`src/rtl/card_attr_pkg.sv`:
```
package card_attr_pkg;

    // Bit positions fixed by the host software view
    localparam int OPT_SRST_BIT  = 7;
    localparam int CFG_PD_BIT    = 2;
    localparam int STAT_SRST_BIT = 5;
    localparam int STAT_PD_BIT   = 3;
    localparam int STAT_RDY_BIT  = 0;

    typedef enum logic [1:0] {
        SEL_NONE = 2'd0,
        SEL_OPT  = 2'd1,
        SEL_CFG  = 2'd2,
        SEL_STAT = 2'd3
    } reg_sel_e;

    typedef struct packed {
        logic       soft_rst;
        logic       pwr_down;
        logic [7:0] rdata;
    } ctrl_state_t;

endpackage

```
`src/rtl/card_attr_decode.sv`:
```
module card_attr_decode
    import card_attr_pkg::*;
#(
    parameter int ADDR_W    = 15,
    parameter int OPT_ADDR  = 'h4000,
    parameter int CFG_ADDR  = 'h4002,
    parameter int STAT_ADDR = 'h4100
) (
    input  logic              attr_sel,
    input  logic [ADDR_W-1:0] addr,
    output reg_sel_e          sel
);

    localparam logic [ADDR_W-1:0] OPT_A  = ADDR_W'(OPT_ADDR);
    localparam logic [ADDR_W-1:0] CFG_A  = ADDR_W'(CFG_ADDR);
    localparam logic [ADDR_W-1:0] STAT_A = ADDR_W'(STAT_ADDR);

    always_comb begin
        sel = SEL_NONE;
        if (attr_sel) begin
            if (addr == OPT_A)       sel = SEL_OPT;
            else if (addr == CFG_A)  sel = SEL_CFG;
            else if (addr == STAT_A) sel = SEL_STAT;
        end
    end

endmodule

```
`src/rtl/card_attr_ready_sync.sv`:
```
module card_attr_ready_sync #(
    parameter int N_DEV = 4
) (
    input  logic             clk,
    input  logic             rst_card,
    input  logic [N_DEV-1:0] dev_ready,
    output logic             ready_s
);

    localparam int STAGES = 2;

    logic              all_rdy;
    logic [STAGES-1:0] sh_d, sh_q;
    logic [1:0]        age_d, age_q;

    always_comb begin
        all_rdy = &dev_ready;
        sh_d    = {sh_q[STAGES-2:0], all_rdy};
        age_d   = (age_q == 2'd3) ? age_q : age_q + 2'd1;
    end

    always_ff @(posedge clk or posedge rst_card) begin
        if (rst_card) begin
            sh_q  <= '0;
            age_q <= '0;
        end else begin
            sh_q  <= sh_d;
            age_q <= age_d;
        end
    end

    assign ready_s = sh_q[STAGES-1];

    // flag trails the device AND by two clocks once both stages are filled
    assert_ready_delay_R5: assert property (@(posedge clk) disable iff (rst_card)
        (age_q >= 2'd2) |-> (ready_s == $past(all_rdy, 2)));

    // busy is reported until the pipeline has filled
    assert_ready_busy_after_reset_R5: assert property (@(posedge clk) disable iff (rst_card)
        (age_q == 2'd0) |-> !ready_s);

endmodule

```
`src/rtl/card_attr_regs.sv`:
```
module card_attr_regs
    import card_attr_pkg::*;
#(
    parameter int ADDR_W    = 15,
    parameter int N_DEV     = 4,
    parameter int OPT_ADDR  = 'h4000,
    parameter int CFG_ADDR  = 'h4002,
    parameter int STAT_ADDR = 'h4100
) (
    input  logic              clk,
    input  logic              rst_card,
    input  logic              attr_sel,
    input  logic              wr_en,
    input  logic              rd_en,
    input  logic [ADDR_W-1:0] addr,
    input  logic [7:0]        wdata,
    input  logic [N_DEV-1:0]  dev_ready,
    output logic [7:0]        rdata,
    output logic              dev_reset,
    output logic              dev_powerdown
);

    reg_sel_e    sel;
    logic        ready_s;
    logic [7:0]  status;
    ctrl_state_t st_d, st_q;

    card_attr_decode #(
        .ADDR_W   (ADDR_W),
        .OPT_ADDR (OPT_ADDR),
        .CFG_ADDR (CFG_ADDR),
        .STAT_ADDR(STAT_ADDR)
    ) u_decode (
        .attr_sel(attr_sel),
        .addr    (addr),
        .sel     (sel)
    );

    card_attr_ready_sync #(
        .N_DEV(N_DEV)
    ) u_ready_sync (
        .clk      (clk),
        .rst_card (rst_card),
        .dev_ready(dev_ready),
        .ready_s  (ready_s)
    );

    always_comb begin
        status                = '0;
        status[STAT_SRST_BIT] = st_q.soft_rst;
        status[STAT_PD_BIT]   = st_q.pwr_down;
        status[STAT_RDY_BIT]  = ready_s;

        st_d       = st_q;
        st_d.rdata = '0;
        if (wr_en) begin
            case (sel)
                SEL_OPT: st_d.soft_rst = wdata[OPT_SRST_BIT];
                SEL_CFG: st_d.pwr_down = wdata[CFG_PD_BIT];
                default: ;
            endcase
        end
        if (rd_en && (sel == SEL_STAT)) begin
            st_d.rdata = status;
        end
    end

    always_ff @(posedge clk or posedge rst_card) begin
        if (rst_card) begin
            st_q <= '0;
        end else begin
            st_q <= st_d;
        end
    end

    assign rdata         = st_q.rdata;
    assign dev_reset     = st_q.soft_rst | rst_card;
    assign dev_powerdown = st_q.pwr_down;

    localparam logic [ADDR_W-1:0] OPT_CHK  = ADDR_W'(OPT_ADDR);
    localparam logic [ADDR_W-1:0] CFG_CHK  = ADDR_W'(CFG_ADDR);
    localparam logic [ADDR_W-1:0] STAT_CHK = ADDR_W'(STAT_ADDR);

    logic opt_wr_seen, cfg_wr_seen;
    assign opt_wr_seen = attr_sel && wr_en && (addr == OPT_CHK);
    assign cfg_wr_seen = attr_sel && wr_en && (addr == CFG_CHK);

    assert_opt_write_R1: assert property (@(posedge clk) disable iff (rst_card)
        opt_wr_seen |=> (dev_reset == $past(wdata[OPT_SRST_BIT])));

    assert_opt_hold_R1: assert property (@(posedge clk) disable iff (rst_card)
        !opt_wr_seen |=> $stable(dev_reset));

    assert_cfg_write_R3: assert property (@(posedge clk) disable iff (rst_card)
        cfg_wr_seen |=> (dev_powerdown == $past(wdata[CFG_PD_BIT])));

    assert_cfg_hold_R3: assert property (@(posedge clk) disable iff (rst_card)
        !cfg_wr_seen |=> $stable(dev_powerdown));

    assert_rdata_idle_R4: assert property (@(posedge clk) disable iff (rst_card)
        !(attr_sel && rd_en) |=> (rdata == 8'h00));

    assert_reserved_clear_R4: assert property (@(posedge clk) disable iff (rst_card)
        (rdata & 8'hD6) == 8'h00);

    assert_status_write_R6: assert property (@(posedge clk) disable iff (rst_card)
        (attr_sel && wr_en && (addr == STAT_CHK)) |=> ($stable(dev_reset) && $stable(dev_powerdown)));

    assert_card_reset_R8: assert property (@(posedge clk)
        rst_card |-> (dev_reset && !dev_powerdown && (rdata == 8'h00)));

endmodule

```
`config.mk`:
```
export PLATFORM = sky130hd
export DESIGN_NAME = card_attr_regs
export DESIGN_NICKNAME = d
export VERILOG_FILES = /design/src/rtl/card_attr_pkg.sv /design/src/rtl/card_attr_decode.sv /design/src/rtl/card_attr_ready_sync.sv /design/src/rtl/card_attr_regs.sv
export SDC_FILE = /design/constraint.sdc
export NUM_CORES = 1
export LEC_CHECK = 0
export CAP_MARGIN = 10
export CORE_MARGIN = 5
export CORE_UTILIZATION = 30
export DETAILED_ROUTE_END_ITERATION = 7
export DONT_BUFFER_PORTS = 1
export HOLD_SLACK_MARGIN = 0.1
export PLACE_DENSITY = 0.44
export SLEW_MARGIN = 20
export SYNTH_ARGS = -nofsm -noshare
export SYNTH_HDL_FRONTEND = slang
export SYNTH_HIERARCHICAL = 1
export SYNTH_SLANG_ARGS = --single-unit
```
`constraint.sdc`:
```
create_clock -name clk -period 1.1 [get_ports clk]
set_input_delay 0.22 -clock clk [delete_from_list [all_inputs] [get_ports clk]]
set_output_delay 0.22 -clock clk [all_outputs]
set_load 0.1 [all_outputs]
```
# ---- After elaboration in Yosys (flattened, before gate mapping)
# Cells that the tools add are included.
dict set report totals {
  out_inout_bits 10
  register_bits 12
  wordCells 20
}
dict set report classes {
  n_bitwise 1
  n_reduce_logical 4
  eq_ne 6
  mux 5
}
# cell n
set op_table {}
lappend op_table {{15-bit equality test, second input constant} 3}
lappend op_table {{2-bit 2-to-1 mux} 4}
lappend op_table {{6-bit 2-to-1 mux} 1}
lappend op_table {{2-bit equality test, second input constant} 2}
lappend op_table {{2-bit AND reduction} 2}
lappend op_table {{4-bit AND reduction} 1}
lappend op_table {{2-bit by 1-bit equality test with 1-bit output, second input constant} 1}
lappend op_table {{1-bit logical AND} 1}
lappend op_table {{1-bit OR} 1}

# ---- Longest topological paths before layout
dict set report depth {
  word_depth 8
  ltp_mapped 5
  ltp_nobuf 5
}

# ---- Cells and area by module
# The synthesis kept the hierarchy.
# mod area_each_um2 cells_each instances seq_area_each_um2
set modules_own_cells {}
lappend modules_own_cells {card_attr_regs 270.3 24 1 125.1}
lappend modules_own_cells {card_attr_decode 72.6 8 1 0.0}
lappend modules_own_cells {card_attr_ready_sync 62.6 4 1 50.0}

# ---- Worst setup path after synthesis
# Ideal clock, no wire load.
dict set report synth_timing {
  path_type {input -> register}
  start {input addr[0]}
  end {register st_q[9] (netlist bit)}
  slack_ns -0.510
  cell_stages 4
  arrival_time_ns 1.485
  n_path_buf 0
  cell_sequence {or4_4 -> nor4_2 -> nand3b_1 -> mux2_4}
}
dict set report synth_via {
  elab_chain_len 7
  elab_cells_between_ends 9
}
# item line
set synth_rtl {}
lappend synth_rtl {{start: declaration} card_attr_regs.sv:15} ;# input logic [ADDR_W-1:0] addr,
lappend synth_rtl {{15-bit equality test} card_attr_decode.sv:23} ;# else if (addr == STAT_A) sel = SEL_STAT;
lappend synth_rtl {{2-bit 2-to-1 mux} card_attr_decode.sv:23}
lappend synth_rtl {{2-bit 2-to-1 mux} card_attr_decode.sv:22} ;# else if (addr == CFG_A) sel = SEL_CFG;
lappend synth_rtl {{2-bit 2-to-1 mux (*)} card_attr_decode.sv:21} ;# if (addr == OPT_A) sel = SEL_OPT;
lappend synth_rtl {{2-bit 2-to-1 mux (*)} card_attr_decode.sv:20} ;# if (attr_sel) begin
lappend synth_rtl {{net sel[1]} card_attr_regs.sv:23} ;# reg_sel_e sel;
lappend synth_rtl {{2-bit by 1-bit equality test with 1-bit output (*)} card_attr_regs.sv:57} ;# case (sel)
lappend synth_rtl {{2-bit AND reduction (no source line) (*)} -}
lappend synth_rtl {{end signal: assignment} card_attr_regs.sv:72} ;# st_q <= st_d;
lappend synth_rtl {{end: declaration} card_attr_regs.sv:26} ;# ctrl_state_t st_d, st_q;
# The timed path passes the listed nets; every way through them passes the cells marked *.
# A chain may end at the register's enable or synchronous reset.

# ---- Final worst setup path
dict set report layout_timing {
  start {input addr[7]}
  end {register st_q, in the netlist dev_powerdown}
}
dict set report layout_via {
  elab_chain_len 7
  elab_cells_between_ends 9
}
# item line
set layout_rtl {}
lappend layout_rtl {{15-bit equality test} card_attr_decode.sv:23}
lappend layout_rtl {{2-bit 2-to-1 mux} card_attr_decode.sv:23}
lappend layout_rtl {{2-bit 2-to-1 mux} card_attr_decode.sv:22}
lappend layout_rtl {{2-bit 2-to-1 mux (*)} card_attr_decode.sv:21}
lappend layout_rtl {{2-bit 2-to-1 mux (*)} card_attr_decode.sv:20}
lappend layout_rtl {{net sel[0]} card_attr_regs.sv:23}
lappend layout_rtl {{2-bit equality test (*)} card_attr_regs.sv:57}
lappend layout_rtl {{2-bit AND reduction (no source line) (*)} -}
# Marked as above.

==> impl_results.md <==
- Top cell type's share of synthesized area: 43.2%
- Layout cells sized above 1: 47.7%
- Die area: 2190 um2
- Clock tree buffer depth: 2
- Final non-filler cell total: 59
- Ys async rst share: 100%
- Syn Area/Cell: 11.3 um2
- Hold WC Path Type: input port to register
- Final period util: 124%
- Cell area after layout: 566 um2
- Worst IR Drop VDD: 0.302 mV
- Post-synthesis cell type count: 15
- Synth top area cells: dfrtp_1 (43%), buf_4 (15%), mux2_4 (7.4%), nor4_2 (6.2%), and2_1 (4.6%)
- Rows: 13
- Most instantiated library cell after synthesis: buf_4
- Tmin final: 1.37 ns
- Die Width: 46.8 um
- Post-DP HPWL: 721 um
- Setup skew after layout: 0.00143 ns
- Routability congestion estimate: 0.646
- Dpl cells: 53
- Final setup violation count: 6
- EDFF count, synth: 0
- CP peak stage delay: 0.55 ns
- R2R Setup Slk: 0.11 ns
- Worst-path clk slew: 0.05 ns
- Worst-path fanout max: 3
- Antenna violations before repair: 0
- Slew Limit Fails: 0
- Yosys warns: 6
- Failing checks: setup timing
- First-pass GRT wire length: 1.23 mm
- Critical Path Sink: dev_powerdown$_DFFE_PP0P_
- CP max-delay cell: or4_4
- Cell Pwr Density: 1090 nW/um2
- Post-synthesis cell area: 405 um2
- CTS Root Cell: clkbuf_4
- Critical Path RT: 1.23 ns
- Max_cap viols: 0
- Power Total: 614 uW
- Post-synth top flop: dfrtp_1
- Via/cell ratio: 4.66
- Leak: 0.262 nW
- Clk_lat worst skew: 0.25 ns
- Routed Wire Length: 860 um
- Nets: 77
- Grt ovf: 0
- Syn Inst Count: 36
- Reg2Reg Depth: 3
- Iteration count of the initial detailed-routing pass: 2
- CP Class: input port to register
- Antenna diode count: 0
- # port buffers: 0
- Vias post-DR: 275
- Seq/Total Area, Yosys: 43.2%
- RSZ-0062 raised after global routing: true
- Final Hold Viols: 0
- Area growth syn-to-layout: 39.5%
- Most instantiated cells after synthesis: buf_4 (8), dfrtp_1 (7), and2_1 (3)
- Synth area leader: dfrtp_1
- Cts bufs inserted: 3
- Antenna Nets Post-Route: 0
- Setup WS pre-CTS: -0.529 ns
- Vias in the first global route: 295
- CP Launch Point: addr[7]
- Setup_tns: -0.965 ns
- Largest net degree at the start of global routing: 6
- IO Pins: 42
- RR Startpoint: st_q[9]$_DFFE_PP0P_
- Cell-by-cell trace of the critical path: or4_4 -> nor4_4 -> nand3b_1 -> mux2_4
- Fin util: 44.0%
- Drt wl/cell: 14.6 um
- Setup WS post-layout: -0.266 ns
- Hold WS: 0.125 ns
- Core area: 1280 um2
- DRC errors left: 0
- R2r endpoint: st_q[9]$_DFFE_PP0P_
- Crit start category: input port
- Drt initial violations: 3
- CP endpoint kind: register
- TritonCTS clock tree: done
- # clock sinks: 7
- Tot GR Track Use: 8.62%
- Cell area after placement: 504 um2
- FMAX: 732 MHz
- CP arrival: 1.49 ns
- Vert. Die Dim: 46.8 um
- # H-tree levels: 1
- Final-layout fill cell count: 113
- Status: complete, but fails checks
- FF+latch count, synth: 7
- Initial Util: 31.5%
power breakdown:
part / leakage (nW) / switching [mW] / internal [mW] / total (mW)
combinational: 0.150 / 0.106 / 0.0230 / 0.129
clock: 0.0150 / 0.0866 / 0.138 / 0.224
sequential: 0.0973 / 0.000607 / 0.260 / 0.261
total: 0.262 / 0.193 / 0.421 / 0.614
layer usage:
layer / global-route usage (%) / up-vias / part of all wire [%]
li1: - / 124 / -
met1: 8.47 / 124 / 32
met2: 12.7 / 27 / 52
met3: 4.60 / 0 / 17
met4: 8.29 / 0 / 0
met5: 0 / - / 0
timing repair:
action,4_1_cts,5_1_grt
hold endpoints to repair,7,0
pin swaps,1,4
buffers inserted,0,1
setup endpoints to repair,6,7
hold buffers,1,0
gates resized for setup,1,3
sequential cells by signal (all words and copies together), names as in the netlist:
register,cells
rdata,3
u_ready_sync/sh_q,2
dev_powerdown,1
st_q,1
layout make-up:
cell class,count,area [um2],area share (%)
repair buffers,8,125,22.1
inverters,2,7.51,1.33
well taps,15,18.8,3.32
clock buffers,4,26.3,4.65
flip-flops and latches,7,175,31.0
multi-input cells,23,213,37.6
critical path: cells and delay by family:
family           cells  cell delay (ns)
multiplexers         1             0.30
AND/OR/NAND/NOR      3             0.97
placed cells by master, fill, tap and decap left out:
master,netlist,layout
mux2_4,2,2
or2_2,2,1
clkbuf_1,0,1
clkbuf_4,0,3
inv_1,2,2
and2_1,3,3
or4_4,1,1
dlygate4sd3_1,0,1
buf_12,0,5
nor4b_2,0,2
conb_1,1,5
nand2_2,0,1
dfrtp_1,7,7
and4_1,1,1
xnor2_1,1,1
nand3b_1,2,2
or2_4,0,1
and3_2,1,1
nor4_4,0,2
buf_4,8,2
logic make-up after synthesis:
| kind of cell | synth area share, % |
|---|---|
| simple gates | 29.6 |
| flops | 43.2 |
| other cells | 0.925 |
| xor+xnor | 2.16 |
| mux | 7.41 |
| buf+inv | 16.7 |
how the worst min path moves through the flow:
stage / startpoint / endpoint / slack, ns / cells past startpoint
after floorplan: rst_card / u_ready_sync/sh_q[0]$_DFF_PP0_ / -0.04 / 1
after global placement: rst_card / u_ready_sync/sh_q[1]$_DFF_PP0_ / -0.03 / 1
after detailed placement: rst_card / u_ready_sync/sh_q[0]$_DFF_PP0_ / -0.03 / 1
after CTS: wdata[2] / dev_powerdown$_DFFE_PP0P_ / 0.11 / 1
after global routing: wdata[2] / dev_powerdown$_DFFE_PP0P_ / 0.11 / 1
final: wdata[2] / dev_powerdown$_DFFE_PP0P_ / 0.12 / 1
Note: power is estimated with default switching activity, not from simulation.
